$ cat config.mk
export PLATFORM = sky130hd
export DESIGN_NAME = intr_status_unit
export DESIGN_NICKNAME = d
export VERILOG_FILES = /design/src/rtl/intr_pkg.sv /design/src/rtl/intr_raw_bank.sv /design/src/rtl/intr_abort_src.sv /design/src/rtl/intr_reg_port.sv /design/src/rtl/intr_status_unit.sv
export SDC_FILE = /design/constraint.sdc
export NUM_CORES = 1
export LEC_CHECK = 0
export ABC_AREA = 1
export BUFFER_PORTS_ARGS = -buffer_cell sky130_fd_sc_hd__buf_2
export CAP_MARGIN = 30
export CORE_AREA = 2 2 81 83
export DETAILED_ROUTE_END_ITERATION = 10
export DIE_AREA = 0 0 83 85
export PLACE_DENSITY_LB_ADDON = 0.25
export SYNTH_ARGS = -nofsm -noshare
export SYNTH_HDL_FRONTEND = slang
export SYNTH_SLANG_ARGS = --single-unit
$ cat constraint.sdc
create_clock -name clk -period 2.8 [get_ports clk]
set_input_delay 0.56 -clock clk [delete_from_list [all_inputs] [get_ports clk]]
set_output_delay 0.56 -clock clk [all_outputs]
set_load 0.005 [all_outputs]
$ cat src/rtl/intr_pkg.sv
package intr_pkg;
  localparam int NSRC_DEF   = 12;
  localparam int ABRT_W_DEF = 13;
  localparam int DATA_W_DEF = 16;
  localparam int ADDR_W_DEF = 5;

  // bit positions that other logic decodes
  localparam int SRC_RX_FULL  = 2;
  localparam int SRC_TX_EMPTY = 4;
  localparam int SRC_TX_ABRT  = 6;
  localparam int SRC_STOP     = 9;

  // word addresses
  localparam int ADR_RAW     = 5'h00;
  localparam int ADR_MASKED  = 5'h01;
  localparam int ADR_MASK    = 5'h02;
  localparam int ADR_ABORT   = 5'h03;
  localparam int ADR_CLR_ALL = 5'h04;
  localparam int ADR_CLR_SRC = 5'h10;

  function automatic logic [NSRC_DEF-1:0] level_sources();
    logic [NSRC_DEF-1:0] m;
    m = '0;
    m[SRC_RX_FULL]  = 1'b1;
    m[SRC_TX_EMPTY] = 1'b1;
    return m;
  endfunction

  function automatic logic [NSRC_DEF-1:0] reset_mask();
    logic [NSRC_DEF-1:0] m;
    m = '0;
    m[SRC_RX_FULL]  = 1'b1;
    m[SRC_TX_EMPTY] = 1'b1;
    m[SRC_TX_ABRT]  = 1'b1;
    m[SRC_STOP]     = 1'b1;
    return m;
  endfunction

  // stored abort-cause bits: 0..5, 7, 9..12
  function automatic logic [ABRT_W_DEF-1:0] abort_keep();
    logic [ABRT_W_DEF-1:0] m;
    m = '1;
    m[6] = 1'b0;
    m[8] = 1'b0;
    return m;
  endfunction

  function automatic logic intr_reduce(input logic [NSRC_DEF-1:0] raw,
                                       input logic [NSRC_DEF-1:0] mask);
    return |(raw & mask);
  endfunction
endpackage

$ cat src/rtl/intr_raw_bank.sv
module intr_raw_bank #(
  parameter int NSRC = 12,
  parameter logic [NSRC-1:0] LVL_MASK = '0
) (
  input  logic            clk,
  input  logic            rst_n,
  input  logic [NSRC-1:0] evt_in,
  input  logic [NSRC-1:0] clr_vec,
  output logic [NSRC-1:0] raw_q
);
  for (genvar i = 0; i < NSRC; i++) begin : g_bit
    if (LVL_MASK[i]) begin : g_level
      always_ff @(posedge clk or negedge rst_n) begin
        if (!rst_n) raw_q[i] <= 1'b0;
        else        raw_q[i] <= evt_in[i];
      end
    end else begin : g_sticky
      always_ff @(posedge clk or negedge rst_n) begin
        if (!rst_n) raw_q[i] <= 1'b0;
        else        raw_q[i] <= evt_in[i] | (raw_q[i] & ~clr_vec[i]);
      end
    end
  end
endmodule

$ cat src/rtl/intr_abort_src.sv
module intr_abort_src #(
  parameter int ABRT_W = 13,
  parameter logic [ABRT_W-1:0] KEEP = '1
) (
  input  logic              clk,
  input  logic              rst_n,
  input  logic              capture,
  input  logic [ABRT_W-1:0] cause_in,
  input  logic              clr,
  output logic [ABRT_W-1:0] abort_q
);
  logic [ABRT_W-1:0] kept;
  logic [ABRT_W-1:0] fresh;

  always_comb begin
    kept  = clr ? '0 : abort_q;
    fresh = capture ? (cause_in & KEEP) : '0;
  end

  always_ff @(posedge clk or negedge rst_n) begin
    if (!rst_n) abort_q <= '0;
    else        abort_q <= kept | fresh;
  end
endmodule

$ cat src/rtl/intr_reg_port.sv
module intr_reg_port #(
  parameter int NSRC   = 12,
  parameter int ABRT_W = 13,
  parameter int DATA_W = 16,
  parameter int ADDR_W = 5,
  parameter logic [NSRC-1:0] MASK_RST = '0
) (
  input  logic              clk,
  input  logic              rst_n,
  input  logic              rd_en,
  input  logic              wr_en,
  input  logic [ADDR_W-1:0] addr,
  input  logic [DATA_W-1:0] wdata,
  input  logic [NSRC-1:0]   raw_q,
  input  logic [NSRC-1:0]   masked_w,
  input  logic [ABRT_W-1:0] abort_q,
  output logic [NSRC-1:0]   mask_q,
  output logic [NSRC-1:0]   clr_vec,
  output logic [DATA_W-1:0] rdata
);
  import intr_pkg::*;

  localparam logic [ADDR_W-1:0] A_RAW    = ADDR_W'(ADR_RAW);
  localparam logic [ADDR_W-1:0] A_MASKED = ADDR_W'(ADR_MASKED);
  localparam logic [ADDR_W-1:0] A_MASK   = ADDR_W'(ADR_MASK);
  localparam logic [ADDR_W-1:0] A_ABORT  = ADDR_W'(ADR_ABORT);
  localparam logic [ADDR_W-1:0] A_CLRALL = ADDR_W'(ADR_CLR_ALL);

  logic clr_all;
  assign clr_all = rd_en && (addr == A_CLRALL);

  for (genvar i = 0; i < NSRC; i++) begin : g_clr
    localparam logic [ADDR_W-1:0] A_CLR_I = ADDR_W'(ADR_CLR_SRC + i);
    assign clr_vec[i] = clr_all || (rd_en && (addr == A_CLR_I));
  end

  always_ff @(posedge clk or negedge rst_n) begin
    if (!rst_n) mask_q <= MASK_RST;
    else if (wr_en && (addr == A_MASK)) mask_q <= wdata[NSRC-1:0];
  end

  always_ff @(posedge clk or negedge rst_n) begin
    if (!rst_n) rdata <= '0;
    else if (rd_en) begin
      if (addr == A_RAW)         rdata <= DATA_W'(raw_q);
      else if (addr == A_MASKED) rdata <= DATA_W'(masked_w);
      else if (addr == A_MASK)   rdata <= DATA_W'(mask_q);
      else if (addr == A_ABORT)  rdata <= DATA_W'(abort_q);
      else                       rdata <= '0;
    end
  end
endmodule

$ cat src/rtl/intr_status_unit.sv
module intr_status_unit #(
  parameter int NSRC   = intr_pkg::NSRC_DEF,
  parameter int ABRT_W = intr_pkg::ABRT_W_DEF,
  parameter int DATA_W = intr_pkg::DATA_W_DEF,
  parameter int ADDR_W = intr_pkg::ADDR_W_DEF
) (
  input  logic              clk,
  input  logic              rst_n,
  input  logic [NSRC-1:0]   evt_in,
  input  logic [ABRT_W-1:0] abort_cause,
  input  logic              rd_en,
  input  logic              wr_en,
  input  logic [ADDR_W-1:0] addr,
  input  logic [DATA_W-1:0] wdata,
  output logic [DATA_W-1:0] rdata,
  output logic              irq
);
  import intr_pkg::*;

  localparam logic [NSRC-1:0]   LVL_MASK = NSRC'(level_sources());
  localparam logic [NSRC-1:0]   MASK_RST = NSRC'(reset_mask());
  localparam logic [ABRT_W-1:0] ABRT_KEEP = ABRT_W'(abort_keep());

  // named internal events
  logic [NSRC-1:0]   raw_q;
  logic [NSRC-1:0]   mask_q;
  logic [NSRC-1:0]   masked_w;
  logic [NSRC-1:0]   clr_vec;
  logic [ABRT_W-1:0] abort_q;
  logic              abort_clr;
  logic              abort_evt;

  assign masked_w  = raw_q & mask_q;
  assign abort_clr = clr_vec[SRC_TX_ABRT];
  assign abort_evt = evt_in[SRC_TX_ABRT];

  intr_raw_bank #(.NSRC(NSRC), .LVL_MASK(LVL_MASK)) u_raw (
    .clk(clk), .rst_n(rst_n), .evt_in(evt_in), .clr_vec(clr_vec), .raw_q(raw_q)
  );

  intr_abort_src #(.ABRT_W(ABRT_W), .KEEP(ABRT_KEEP)) u_abort (
    .clk(clk), .rst_n(rst_n), .capture(abort_evt), .cause_in(abort_cause),
    .clr(abort_clr), .abort_q(abort_q)
  );

  intr_reg_port #(
    .NSRC(NSRC), .ABRT_W(ABRT_W), .DATA_W(DATA_W), .ADDR_W(ADDR_W), .MASK_RST(MASK_RST)
  ) u_port (
    .clk(clk), .rst_n(rst_n), .rd_en(rd_en), .wr_en(wr_en), .addr(addr),
    .wdata(wdata), .raw_q(raw_q), .masked_w(masked_w), .abort_q(abort_q),
    .mask_q(mask_q), .clr_vec(clr_vec), .rdata(rdata)
  );

  always_ff @(posedge clk or negedge rst_n) begin
    if (!rst_n) irq <= 1'b0;
    else        irq <= |masked_w;
  end
endmodule

==> impl_summary.txt <==
----------------------------------------------------
[Run status]
  Run status ... finished clean

[Synthesis]
  Share of synthesized area occupied by flip-flops and latches ... 49.2%
  Number of warnings issued by yosys ... 0
  Top cell type by total area after synthesis ... sky130_fd_sc_hd__dfrtp_1
  Number of instances in the synthesized netlist ... 319
  Portion of synthesized cell area occupied by the leading cell type ... 45.0%
  Ranking of synthesized cells by area ... sky130_fd_sc_hd__dfrtp_1 45%, sky130_fd_sc_hd__nand2_1 15%, sky130_fd_sc_hd__nand4_1 6.0%
  Number of register bits inferred by synthesis ... 49
  Synth Area per Inst ... around 7.8 um2
  Synth unique cells ... 25
  Synthesized cell area ... 2500 um2

[Finish]
  Utilization of the core after routing ... 46.9%
  Most frequent standard cell in the layout excluding fill and tap cells ... sky130_fd_sc_hd__nand2_1
  Post-route cell area ... 2910 um2
  Antenna Diode Count ... 0
  Proportion of layout cells with a drive suffix above 1 ... 22.8%
  Net count, final ... approximately 420
  Synthesis-to-layout area growth ... 16.5%
  Most used cells in the layout excluding fill and tap cells ... 98 x sky130_fd_sc_hd__nand2_1, 57 x sky130_fd_sc_hd__buf_2, 45 x sky130_fd_sc_hd__dfrtp_1
  Filler Cell Count ... 666
  Combined area of the multi-input logic cells ... roughly 1100 um2
  Post-route insts no fill ... 449
  Area of all sequential standard cells ... 1230 um2

[Critical path]
  Maximum fanout count along the critical path ... 25
  Maximum cell stage delay along the critical path ... 360 ps
  Required time worst endpoint ... around 3000 ps
  Kind of critical path ... in -> reg
  Top cell family by delay on the critical path ... simple AND/OR/NAND/NOR gates
  CP cell instances ... buf_2 > inv_2 > nand2_4 > nor2_4 > nand2_2 > nand2_1 > nand2_1
  CP Capture Type ... flop
  Worst Setup Start Kind ... primary input
  Worst Path Buf+Inv ... 2
  Worst EP arrival ... 1850 ps
  Most common cell on crit path ... sky130_fd_sc_hd__nand2_1
  Slowest-stage cell, CP ... sky130_fd_sc_hd__inv_2

[GRT]
  Global route overflow ... 0
  Antenna violations before repair ... 0
  Wire length of the first global-routing pass ... 9.96 mm
  Vias in the first global route ... 2012
  Combined global-route utilization of all metal layers ... 17.9%
  Maximum number of pins on one net before global-route repair ... 50

[Clocking]
  Post-CTS clock slew at the launch and capture registers of the worst setup and hold paths ... 80 ps
  Clock insertion delay at the later pin of the skew report ... about 300 ps
  Cts bufs inserted ... 5
  Buffer count from post-CTS setup fixing ... 0
  Clock Sink Count ... approximately 50
  Root buffer selected by CTS ... sky130_fd_sc_hd__clkbuf_8
  Hold Buf Count CTS ... 0
  Number of H-tree branching levels ... 2
  Buffers from clock root to sink, at most ... 2
  Clock tree from TritonCTS ... built
  Post_cts resized ... 0

[Detailed routing]
  Remaining antenna violation count after routing ... 0
  Per-cell routed wire length ... 13.3 um
  Met2 wirelength from detailed routing ... ~2.6 mm
  Initial DRT Pass Iterations ... 4
  Drt via density ... 4.94
  Detailed-route DRC error count ... 0
  Routed met3 length ... 439 um
  Total routed wirelength ... about 6.0 mm
  Initial DRC count ... 210
  Total routed wire length on the met1 layer ... between 2 and 3 mm
  Total via count in the routed design ... 2220
  Top metal layer carrying routed signals ... met4

[Timing]
  Final critical delay including setup and external delays ... approximately 1700 ps
  Setup repair after global routing missed its margin ... false
  Endpoints failing hold ... 0
  Max Slew Vio Count ... 0
  Worst relative slew slack ... 58.8%
  Highest attainable clock frequency ... 605 MHz
  Tcrit/Tclk final ... 59.0%
  Total of endpoints with negative setup slack in the final report ... 0
  Total Neg Setup Slack ... 0 ps
  Final setup skew ... 7.32 ps
  Actual transition at the worst max-transition pin ... 617 ps

[Power and ir drop]
  Static power due to leakage ... 1.53 nW
  Logic pwr share ... 15.7%
  Sum of internal, switching and leakage power ... between 1 and 1.5 mW
  Sequential share of power ... a little under three fifths
  Share of power burned in the clock network ... 28.5%
  Sw Pwr ... approximately 0.42 mW
  Internal cell power ... ~1.1 mW
  Cell area power density ... 510 nW/um2
  IR Drop Worst-Case VDD ... 0.000275 V
  Switching Share ... between 20% and 30%

[Flow run]
  Number of maximum-capacitance violations ... 0

[Placement]
  DP Wirelength ... 4.35 mm
  Final estimated routing congestion in global placement ... roughly 0.87
  Count of input and output buffers ... 57
  Cell area after placement ... 2820 um2
  Number of placed instances, taps included ... between 400 and 500

[Min path]
  Path category of the worst min-delay check ... in -> async

[Floorplan]
  Core Box Area ... between 6000 and 7000 um2
  Height of the die ... 85 um
  Number of I/O pins ... 67
  Num rows ... 29
  Die extent in x ... 83 um
  Effective utilization at floorplan ... 40.3%
  Area of the die ... ~7000 um2

----------------------------------------------------
[path summary, 6_finish.rpt]
path | endpoint | from | cells past startpoint | slack (ps)
max | u_port.mask_q[11]$_DFFE_PN0P_ | addr[4] | 7 | 1150
min | u_port.mask_q[11]$_DFFE_PN0P_ | rst_n | 2 | 340
max reg2reg | irq$_DFF_PN0_ | u_raw.raw_q[7]$_DFF_PN0_ | 3 | 1700
min reg2reg | u_port.rdata[9]$_DFFE_PN0P_ | u_port.rdata[9]$_DFFE_PN0P_ | 2 | 480
max in group asynchronous | u_abort.abort_q[0]$_DFF_PN0_ | rst_n | 2 | 2030
min in group clk | u_raw.raw_q[2]$_DFF_PN0_ | evt_in[2] | 1 | 350
[kinds of logic (layout without fill, tap and decap cells)]
kind of cell | Yosys count | count (layout) | share of synthesized area, %
AOI/OAI and AO/OA | 27 | 27 | 6.96
buffers and inverters | 47 | 98 | 8.06
DFF | 49 | 49 | 49.2
other | 1 | 3 | 0.150
and+or+nand+nor | 195 | 195 | 35.6
[synthesized netlist by cell type]
cell type and number:
sky130_fd_sc_hd__nand2_4 1, sky130_fd_sc_hd__o21bai_1 2, sky130_fd_sc_hd__nor2_4 4, sky130_fd_sc_hd__nand3_2 1, sky130_fd_sc_hd__clkbuf_1 6, sky130_fd_sc_hd__nand4_1 24, sky130_fd_sc_hd__buf_1 1, sky130_fd_sc_hd__dfstp_2 4
sky130_fd_sc_hd__dfrtp_1 45, sky130_fd_sc_hd__o21ai_0 2, sky130_fd_sc_hd__o21ai_1 14, sky130_fd_sc_hd__buf_2 5, sky130_fd_sc_hd__nand2_1 98, sky130_fd_sc_hd__or3_1 1, sky130_fd_sc_hd__nor2_1 40, sky130_fd_sc_hd__nand2_2 1
sky130_fd_sc_hd__nand3_1 23, sky130_fd_sc_hd__inv_2 5, sky130_fd_sc_hd__inv_1 25, sky130_fd_sc_hd__a31o_1 8, sky130_fd_sc_hd__conb_1 1, sky130_fd_sc_hd__buf_4 5, sky130_fd_sc_hd__nor2_2 1, sky130_fd_sc_hd__o21ai_2 1
sky130_fd_sc_hd__nand4_4 1
[final cells by class]
| type | instances | area share [%] |
|---|---|---|
| Timing Repair Buffer | 60 | 10.6 |
| Clock buffer | 8 | 3.09 |
| Inverter | 30 | 3.87 |
| Tap cell | 77 | 3.31 |
| Sequential cell | 49 | 42.3 |
| Multi-Input combinational cell | 225 | 36.9 |
[power by group through the flow]
| stage | clock (mW) | sequential (mW) | combinational, mW |
|---|---|---|---|
| global placement | 0 | 0.840 | 0.232 |
| floorplan | 0 | 0.827 | 0.143 |
| detailed placement | 0 | 0.843 | 0.236 |
| CTS | 0.439 | 0.830 | 0.237 |
| global route | 0.466 | 0.840 | 0.272 |
| finish | 0.423 | 0.830 | 0.233 |
[metrics by stage]
| step | worst slack [ps] | hold WS, ps |
|---|---|---|
| floorplan | 1370 | 264 |
| global placement | 831 | 464 |
| detailed placement | 822 | 463 |
| CTS | 1150 | 347 |
| global route | 1050 | 343 |
| finish | 1150 | 340 |
[flip-flops by register name, summed over array words and instances (netlist names)]
signal           cells
irq                  1
u_abort.abort_q     11
u_port.mask_q       12
u_port.rdata        13
u_raw.raw_q         12
[layer usage]
metal	vias to the layer above	track usage, %
met1	1008	25.5
met2	70	27.3
met3	8	3.99
met5	-	0
met4	0	5.66
li1	1134	-
No activity file was read; power rests on OpenSTA's default activity.
